[config.mk]
export PLATFORM = sky130hd
export DESIGN_NAME = dual_issue_pairer
export DESIGN_NICKNAME = d
export VERILOG_FILES = /design/src/rtl/pairing_pkg.sv /design/src/rtl/pair_classifier.sv /design/src/rtl/pair_hazard.sv /design/src/rtl/pair_issue_ctl.sv /design/src/rtl/dual_issue_pairer.sv
export SDC_FILE = /design/constraint.sdc
export NUM_CORES = 1
export LEC_CHECK = 0
export ABC_CLOCK_PERIOD_IN_PS = 4600
export BUFFER_PORTS_ARGS = -buffer_cell sky130_fd_sc_hd__buf_2
export CAP_MARGIN = 20
export CORE_AREA = 2 2 39 41
export DETAILED_ROUTE_END_ITERATION = 10
export DIE_AREA = 0 0 41 43
export GPL_ROUTABILITY_DRIVEN = 0
export PLACE_DENSITY = 0.77
export SETUP_SLACK_MARGIN = 0.3
export SLEW_MARGIN = 5
export SYNTH_ARGS = -nofsm -noshare
export SYNTH_HDL_FRONTEND = slang
export SYNTH_SLANG_ARGS = --single-unit
[constraint.sdc]
create_clock -name clk -period 4.6 [get_ports clk]
set_input_delay 0.23 -clock clk [delete_from_list [all_inputs] [get_ports clk]]
set_output_delay 0.23 -clock clk [all_outputs]
set_load 0.1 [all_outputs]
[src/rtl/pairing_pkg.sv]
// Shared types for the dual-issue pairing checker.
// Assumes opcode, memory kind and category encodings are fixed as listed.
package pairing_pkg;

    typedef enum logic [1:0] {
        CAT_UV    = 2'd0,
        CAT_UONLY = 2'd1,
        CAT_VONLY = 2'd2,
        CAT_NONE  = 2'd3
    } pair_cat_e;

    typedef enum logic [3:0] {
        OP_ALU    = 4'd0,
        OP_MOV    = 4'd1,
        OP_CMP    = 4'd2,
        OP_TEST   = 4'd3,
        OP_ADDR   = 4'd4,
        OP_INCDEC = 4'd5,
        OP_PUSH   = 4'd6,
        OP_POP    = 4'd7,
        OP_BRANCH = 4'd8,
        OP_CALL   = 4'd9,
        OP_SHIFT  = 4'd10,
        OP_ROTATE = 4'd11,
        OP_MUL    = 4'd12,
        OP_DIV    = 4'd13,
        OP_FLOAT  = 4'd14,
        OP_OTHER  = 4'd15
    } op_e;

    typedef enum logic [1:0] {
        MEM_NONE  = 2'd0,
        MEM_LOAD  = 2'd1,
        MEM_STORE = 2'd2,
        MEM_RMW   = 2'd3
    } mem_e;

    localparam int OP_W  = 4;
    localparam int PFX_W = 3;
    localparam int MEM_W = 2;

    typedef struct packed {
        logic [OP_W-1:0]  op;
        logic [PFX_W-1:0] pfx;
        logic             immdisp;
        logic [MEM_W-1:0] mem;
        logic             cnst;
        logic             one;
    } desc_t;

endpackage

[src/rtl/pair_classifier.sv]
// Sorts one decoded descriptor into a pairing category.
// Assumes: purely combinational; the descriptor fields are already decoded.
module pair_classifier
    import pairing_pkg::*;
(
    input  desc_t     d,
    output pair_cat_e cat,
    output logic      is_stack,
    output logic      is_call
);

    op_e  op;
    mem_e mem;
    logic prefixed;

    assign op       = op_e'(d.op);
    assign mem      = mem_e'(d.mem);
    assign prefixed = |d.pfx;

    // Stack and call flags feed the dependency exemption.
    always_comb begin
        is_stack = (op == OP_PUSH) || (op == OP_POP);
        is_call  = (op == OP_CALL);
    end

    // Category decision; the immediate-and-displacement rule overrides everything.
    always_comb begin
        cat = CAT_NONE;
        if (d.immdisp) begin
            cat = CAT_NONE;
        end else begin
            case (op)
                OP_ALU, OP_MOV, OP_CMP, OP_TEST, OP_ADDR, OP_INCDEC:
                    cat = prefixed ? CAT_UONLY : CAT_UV;
                OP_PUSH, OP_POP:
                    if (mem != MEM_RMW) cat = prefixed ? CAT_UONLY : CAT_UV;
                    else                cat = CAT_NONE;
                OP_BRANCH:
                    cat = CAT_VONLY;
                OP_CALL:
                    cat = d.cnst ? CAT_VONLY : CAT_NONE;
                OP_SHIFT:
                    cat = d.cnst ? CAT_UONLY : CAT_NONE;
                OP_ROTATE:
                    cat = d.one ? CAT_UONLY : CAT_NONE;
                default:
                    cat = CAT_NONE;
            endcase
        end
    end

    // A prefixed instruction can never land in the either-pipe category.
    always_comb begin
        if (prefixed) begin
            assert_prefix_not_uv_R4: assert (cat != CAT_UV);
        end
    end

endmodule

[src/rtl/pair_hazard.sv]
// Detects the register dependency and the memory-ordering condition of a pair.
// Assumes: one source register for the younger and one destination register
// for the older are enough to describe the dependency.
module pair_hazard
    import pairing_pkg::*;
#(
    parameter int REG_W = 3
) (
    input  desc_t            old_d,
    input  desc_t            yng_d,
    input  logic             old_stack,
    input  logic             yng_stack,
    input  logic             yng_call,
    input  logic [REG_W-1:0] old_dst,
    input  logic             old_dst_vld,
    input  logic [REG_W-1:0] yng_src,
    input  logic             yng_src_vld,
    output logic             dep_block,
    output logic             mem_wait
);

    logic reg_match;
    logic stack_exempt;

    // Raw register match between the older write and the younger read.
    always_comb begin
        reg_match = old_dst_vld && yng_src_vld && (old_dst == yng_src);
    end

    // Stack-pointer bypass: push/pop followed by push, pop or call.
    always_comb begin
        stack_exempt = old_stack && (yng_stack || yng_call);
        dep_block    = reg_match && !stack_exempt;
    end

    // Older read-modify-write with a younger load must wait for the store.
    always_comb begin
        mem_wait = (mem_e'(old_d.mem) == MEM_RMW) &&
                   ((mem_e'(yng_d.mem) == MEM_LOAD) || (mem_e'(yng_d.mem) == MEM_RMW));
    end

endmodule

[src/rtl/pair_issue_ctl.sv]
// Registers the issue decision and runs the memory-ordering hold window.
// Assumes: categories and hazards arrive combinationally in the same cycle.
module pair_issue_ctl
    import pairing_pkg::*;
#(
    parameter int RMW_CYCLES = 3
) (
    input  logic      clk,
    input  logic      rst_n,
    input  logic      stall,
    input  logic      old_vld,
    input  logic      yng_vld,
    input  pair_cat_e old_cat,
    input  pair_cat_e yng_cat,
    input  logic      dep_block,
    input  logic      mem_wait,
    output logic      issue_u,
    output logic      issue_v,
    output logic [1:0] consumed,
    output logic      v_hold
);

    localparam int HOLD_CYC = RMW_CYCLES - 1;
    localparam int CNT_W    = $clog2(HOLD_CYC + 1);

    logic [CNT_W-1:0] hold_cnt;
    logic             blocked;
    logic             go;
    logic             pair;
    logic             u_capable;
    logic             v_capable;

    // Slot capability and the go / pair decisions.
    always_comb begin
        blocked   = (hold_cnt != '0);
        u_capable = (old_cat == CAT_UV) || (old_cat == CAT_UONLY);
        v_capable = (yng_cat == CAT_UV) || (yng_cat == CAT_VONLY);
        go        = old_vld && !stall && !blocked;
        pair      = go && yng_vld && u_capable && v_capable && !dep_block;
    end

    // Registered issue outputs.
    always_ff @(posedge clk) begin
        if (!rst_n) begin
            issue_u  <= 1'b0;
            issue_v  <= 1'b0;
            consumed <= 2'd0;
        end else begin
            issue_u  <= go;
            issue_v  <= pair;
            consumed <= go ? (pair ? 2'd2 : 2'd1) : 2'd0;
        end
    end

    // Hold counter: loaded on a waiting pair, counts down to release.
    always_ff @(posedge clk) begin
        if (!rst_n) begin
            hold_cnt <= '0;
        end else if (blocked) begin
            hold_cnt <= hold_cnt - 1'b1;
        end else if (pair && mem_wait) begin
            hold_cnt <= CNT_W'(HOLD_CYC);
        end
    end

    assign v_hold = blocked;

    assert_lockstep_R8: assert property (@(posedge clk) disable iff (!rst_n)
        issue_v |-> issue_u);

    assert_count_match_R13: assert property (@(posedge clk) disable iff (!rst_n)
        (consumed == (issue_v ? 2'd2 : (issue_u ? 2'd1 : 2'd0))));

    assert_stall_quiet_R12: assert property (@(posedge clk) disable iff (!rst_n)
        stall |=> (consumed == 2'd0));

    assert_hold_blocks_R11: assert property (@(posedge clk) disable iff (!rst_n)
        v_hold |=> !issue_u);

endmodule

[src/rtl/dual_issue_pairer.sv]
// Top of the dual-issue pairing checker: classifies both slots, checks the
// pair hazards and registers the issue decision.
// Assumes: the descriptors are in program order, older first.
module dual_issue_pairer
    import pairing_pkg::*;
#(
    parameter int REG_W      = 3,
    parameter int RMW_CYCLES = 3
) (
    input  logic             clk,
    input  logic             rst_n,
    input  logic             stall,
    input  logic             old_vld,
    input  logic [3:0]       old_op,
    input  logic [2:0]       old_pfx,
    input  logic             old_immdisp,
    input  logic [1:0]       old_mem,
    input  logic             old_cnst,
    input  logic             old_one,
    input  logic [REG_W-1:0] old_dst,
    input  logic             old_dst_vld,
    input  logic             yng_vld,
    input  logic [3:0]       yng_op,
    input  logic [2:0]       yng_pfx,
    input  logic             yng_immdisp,
    input  logic [1:0]       yng_mem,
    input  logic             yng_cnst,
    input  logic             yng_one,
    input  logic [REG_W-1:0] yng_src,
    input  logic             yng_src_vld,
    output logic             issue_u,
    output logic             issue_v,
    output logic [1:0]       consumed,
    output logic             v_hold
);

    localparam int SLOTS = 2;

    desc_t     slot_d     [SLOTS];
    pair_cat_e slot_cat   [SLOTS];
    logic      slot_stack [SLOTS];
    logic      slot_call  [SLOTS];
    logic      dep_block;
    logic      mem_wait;

    // Pack the port fields into per-slot descriptors (slot 0 is older).
    always_comb begin
        slot_d[0] = '{op: old_op, pfx: old_pfx, immdisp: old_immdisp,
                      mem: old_mem, cnst: old_cnst, one: old_one};
        slot_d[1] = '{op: yng_op, pfx: yng_pfx, immdisp: yng_immdisp,
                      mem: yng_mem, cnst: yng_cnst, one: yng_one};
    end

    for (genvar s = 0; s < SLOTS; s++) begin : g_slot
        pair_classifier u_cls (
            .d        (slot_d[s]),
            .cat      (slot_cat[s]),
            .is_stack (slot_stack[s]),
            .is_call  (slot_call[s])
        );
    end

    pair_hazard #(.REG_W(REG_W)) u_haz (
        .old_d       (slot_d[0]),
        .yng_d       (slot_d[1]),
        .old_stack   (slot_stack[0]),
        .yng_stack   (slot_stack[1]),
        .yng_call    (slot_call[1]),
        .old_dst     (old_dst),
        .old_dst_vld (old_dst_vld),
        .yng_src     (yng_src),
        .yng_src_vld (yng_src_vld),
        .dep_block   (dep_block),
        .mem_wait    (mem_wait)
    );

    pair_issue_ctl #(.RMW_CYCLES(RMW_CYCLES)) u_ctl (
        .clk       (clk),
        .rst_n     (rst_n),
        .stall     (stall),
        .old_vld   (old_vld),
        .yng_vld   (yng_vld),
        .old_cat   (slot_cat[0]),
        .yng_cat   (slot_cat[1]),
        .dep_block (dep_block),
        .mem_wait  (mem_wait),
        .issue_u   (issue_u),
        .issue_v   (issue_v),
        .consumed  (consumed),
        .v_hold    (v_hold)
    );

    assert_immdisp_single_R2: assert property (@(posedge clk) disable iff (!rst_n)
        (old_immdisp || yng_immdisp) |=> !issue_v);

    assert_dep_blocks_R9: assert property (@(posedge clk) disable iff (!rst_n)
        (old_dst_vld && yng_src_vld && (old_dst == yng_src) &&
         !(old_op == 4'd6 || old_op == 4'd7)) |=> !issue_v);

    assert_old_invalid_R12: assert property (@(posedge clk) disable iff (!rst_n)
        !old_vld |=> !issue_u);

endmodule

==> run_results.csv <==
group,metric,value,unit
synthesis,synthFlopType,"dfxtp_1",
synthesis,yosys.area.top_type_share,0.277,
power,pwr_density_cell,324,nW/um2
clock_network,hold_buffers,0,
setup_path,required,4.76,ns
floorplan,die_y,43,um
setup_path,cp_cell_sequence,"inv_1 -> ha_1 -> and3b_1 -> nand4_1 -> nand4bb_1 -> o311a_1 -> a211oi_1",
power,power_leakage,0.342,nW
global_routing,grt_max_degree,6,
setup_path,critPathKind,"reg2reg",
cells_and_area,layout_common_cells,"37 x buf_2, 6 x inv_1, 6 x nand2_1, 6 x dfxtp_1",
route,vias,519,
min_path,hold_class,"in2reg",
timing,max-slew-margin-rel,0.678,
clock_network,cts_tree,"yes",
timing,min_period,1.80,ns
clock_network,cts_resized,0,
cells_and_area,drive_above_1_share,0.435,
global_routing,grt_pass1_wl,1530,um
route,drcViolationCount,0,
min_path,holdPathStages,2,
clock_network,clkTransAtPathRegs,0.04,ns
synthesis,syn_nets,91,
timing,worst_slew_pin_slew,0.486,ns
synthesis,syn_avg_cell_area,8.35,um2
timing,finClkSkew,0.00319,ns
placed_design,dp_hpwl,907,um
clock_network,h-tree-depth,1,
route,totalWireLength,1030,um
setup_path,start_kind,"flop",
clock_network,cts_made_buffers,3,
synthesis,synth_edf_count,0,
timing,slew_violations,0,
synthesis,ys_types,25,
cells_and_area,antenna_cells,0,
route,ant_nets,0,
global_routing,grt_usage,0.128,
floorplan,num_rows,14,
setup_path,slowest_stage,"o311a_1",
cells_and_area,synthToLayoutAreaGrowth,52.4,%
setup_path,r2r_cells,7,
floorplan,dieWidth,41,um
timing,setup-tns-final,0,ns
global_routing,antenna_found_initial,0,
route,wl_per_cell,9.49,um
synthesis,synth_cells,52,
synthesis,ys_seq_area_frac,0.277,
floorplan,core-area,1380,um2
status,status,"complete, no violations",
synthesis,syn_area,434,um2
placed_design,io_buffer_count,37,
power,vdd_drop_max,0.000154,V
timing,max_freq,0.554,GHz
power,finalPower,215,uW
run,maxCapViolCount,0,
clock_network,post_cts_buffers,0,
clock_network,root_buffer,"clkbuf_4",
timing,hold_violations,0,
route,first_pass_iters,1,
clock_network,cts_max_path_buffers,2,
global_routing,overflow,0,
route,drt-initial-drc-count,0,
cells_and_area,nets,133,
timing,setup_viol,0,
synthesis,synth_top_area_cell,"dfxtp_1",
floorplan,die_area,1760,um2
global_routing,first_global_vias,397,
floorplan,floorplan.initialDensity,0.314,
floorplan,io_pins,42,
timing,rsz0062_at_grt,"false",
setup_path,critPathCaptureType,"flop",
route,viasPerCell,4.81,
synthesis,synth-seq-cells,6,
setup_path,worstPathArrival,1.97,ns
synthesis,yosysWarnings,0,
cells_and_area,layout_commonest_cell,"buf_2",
setup_path,cp_max_fo,5,
synthesis,synthTopCellsByArea,"dfxtp_1 28%, o32a_1 6.9%, xor2_1 6.1%",
clock_network,clk_latency,0.24,ns
setup_path,cpPeakStageDelay,0.31,ns
timing,fin_crit_sh,0.392,
clock_network,cts.sinks,6,
synthesis,synth_async_sr_flop_share,0,
==> cell type report <==
cell class	count	area [um2]
well taps	16	20.0
clock buffers	3	22.5
flip-flops and latches	6	120
repair buffers	37	185
inverters	6	22.5
multi-input cells	40	292
fillers	151	722
==> final timing paths <==
path                                  start                              to  slack [ns]
max          u_ctl.hold_cnt[0]$_SDFFE_PN0P_  u_ctl.hold_cnt[1]$_SDFFE_PN0P_        2.80
min                                   rst_n        u_ctl.issue_v$_SDFF_PN0_        0.25
max reg2reg  u_ctl.hold_cnt[0]$_SDFFE_PN0P_  u_ctl.hold_cnt[1]$_SDFFE_PN0P_        2.80
min reg2reg  u_ctl.hold_cnt[0]$_SDFFE_PN0P_  u_ctl.hold_cnt[0]$_SDFFE_PN0P_        0.51
==> logic make-up (layout without fill, tap and decap cells) <==
kind of cell | count (synthesis) | in the layout | share of synthesized area
DFF | 6 | 6 | 0.277
AOI/OAI and AO/OA | 11 | 11 | 0.225
buffers and inverters | 6 | 46 | 0.0519
muxes | 1 | 1 | 0.0231
xor gates and xnor gates | 3 | 3 | 0.0605
and+or+nand+nor | 23 | 23 | 0.305
adders and majority gates | 2 | 2 | 0.0576
==> Yosys cell counts, types with 2 or more instances <==
cell type  n
dfxtp_1    6
inv_1      6
nand2_1    6
and2_1     3
o32a_1     3
xor2_1     3
a211oi_1   2
ha_1       2
nand4_1    2
nor2b_1    2
nor3_1     2
nor4_1     2
==> state kept, by name, summed over array words and instances (netlist names) <==
register and flops:
u_ctl.hold_cnt 2, u_ctl.consumed 2, u_ctl.issue_u 1, u_ctl.issue_v 1
==> critical path, delay by kind of cell (launching register included) <==
| kind | cells | cell delay (ns) |
|---|---|---|
| compound gates | 2 | 0.51 |
| fa+ha+maj | 1 | 0.24 |
| buf+inv | 1 | 0.09 |
| flops | 1 | 0.29 |
| simple gates | 3 | 0.58 |
==> report_power, final <==
group	total, mW	switching [mW]	internal [mW]
sequential	0.0608	0.00262	0.0582
clock	0.0479	0.0184	0.0295
combinational	0.106	0.0713	0.0346
==> routing by layer <==
| metal | part of all wire | wire, um | GRT usage |
|---|---|---|---|
| met1 | 0.44 | 456 | 0.156 |
| met2 | 0.43 | 443 | 0.191 |
| met3 | 0.10 | 106 | 0.0314 |
| met4 | 0.019 | 19 | 0.0800 |
| met5 | 0 | 0 | 0 |
==> metrics by stage <==
step / cells / worst slack (ns) / util / hold WS, ns / instance area (um2)
3_5_place_dp: 105 / 2.78 / 0.462 / 0.499 / 639
5_1_grt: 108 / 2.62 / 0.478 / 0.261 / 662
4_1_cts: 108 / 2.77 / 0.478 / 0.241 / 662
6_report: 108 / 2.80 / 0.478 / 0.245 / 662
3_3_place_gp: 105 / 2.82 / 0.462 / 0.494 / 639
2_1_floorplan: 52 / 2.97 / - / 0.352 / 434
Note: power is estimated with default switching activity, not from simulation.
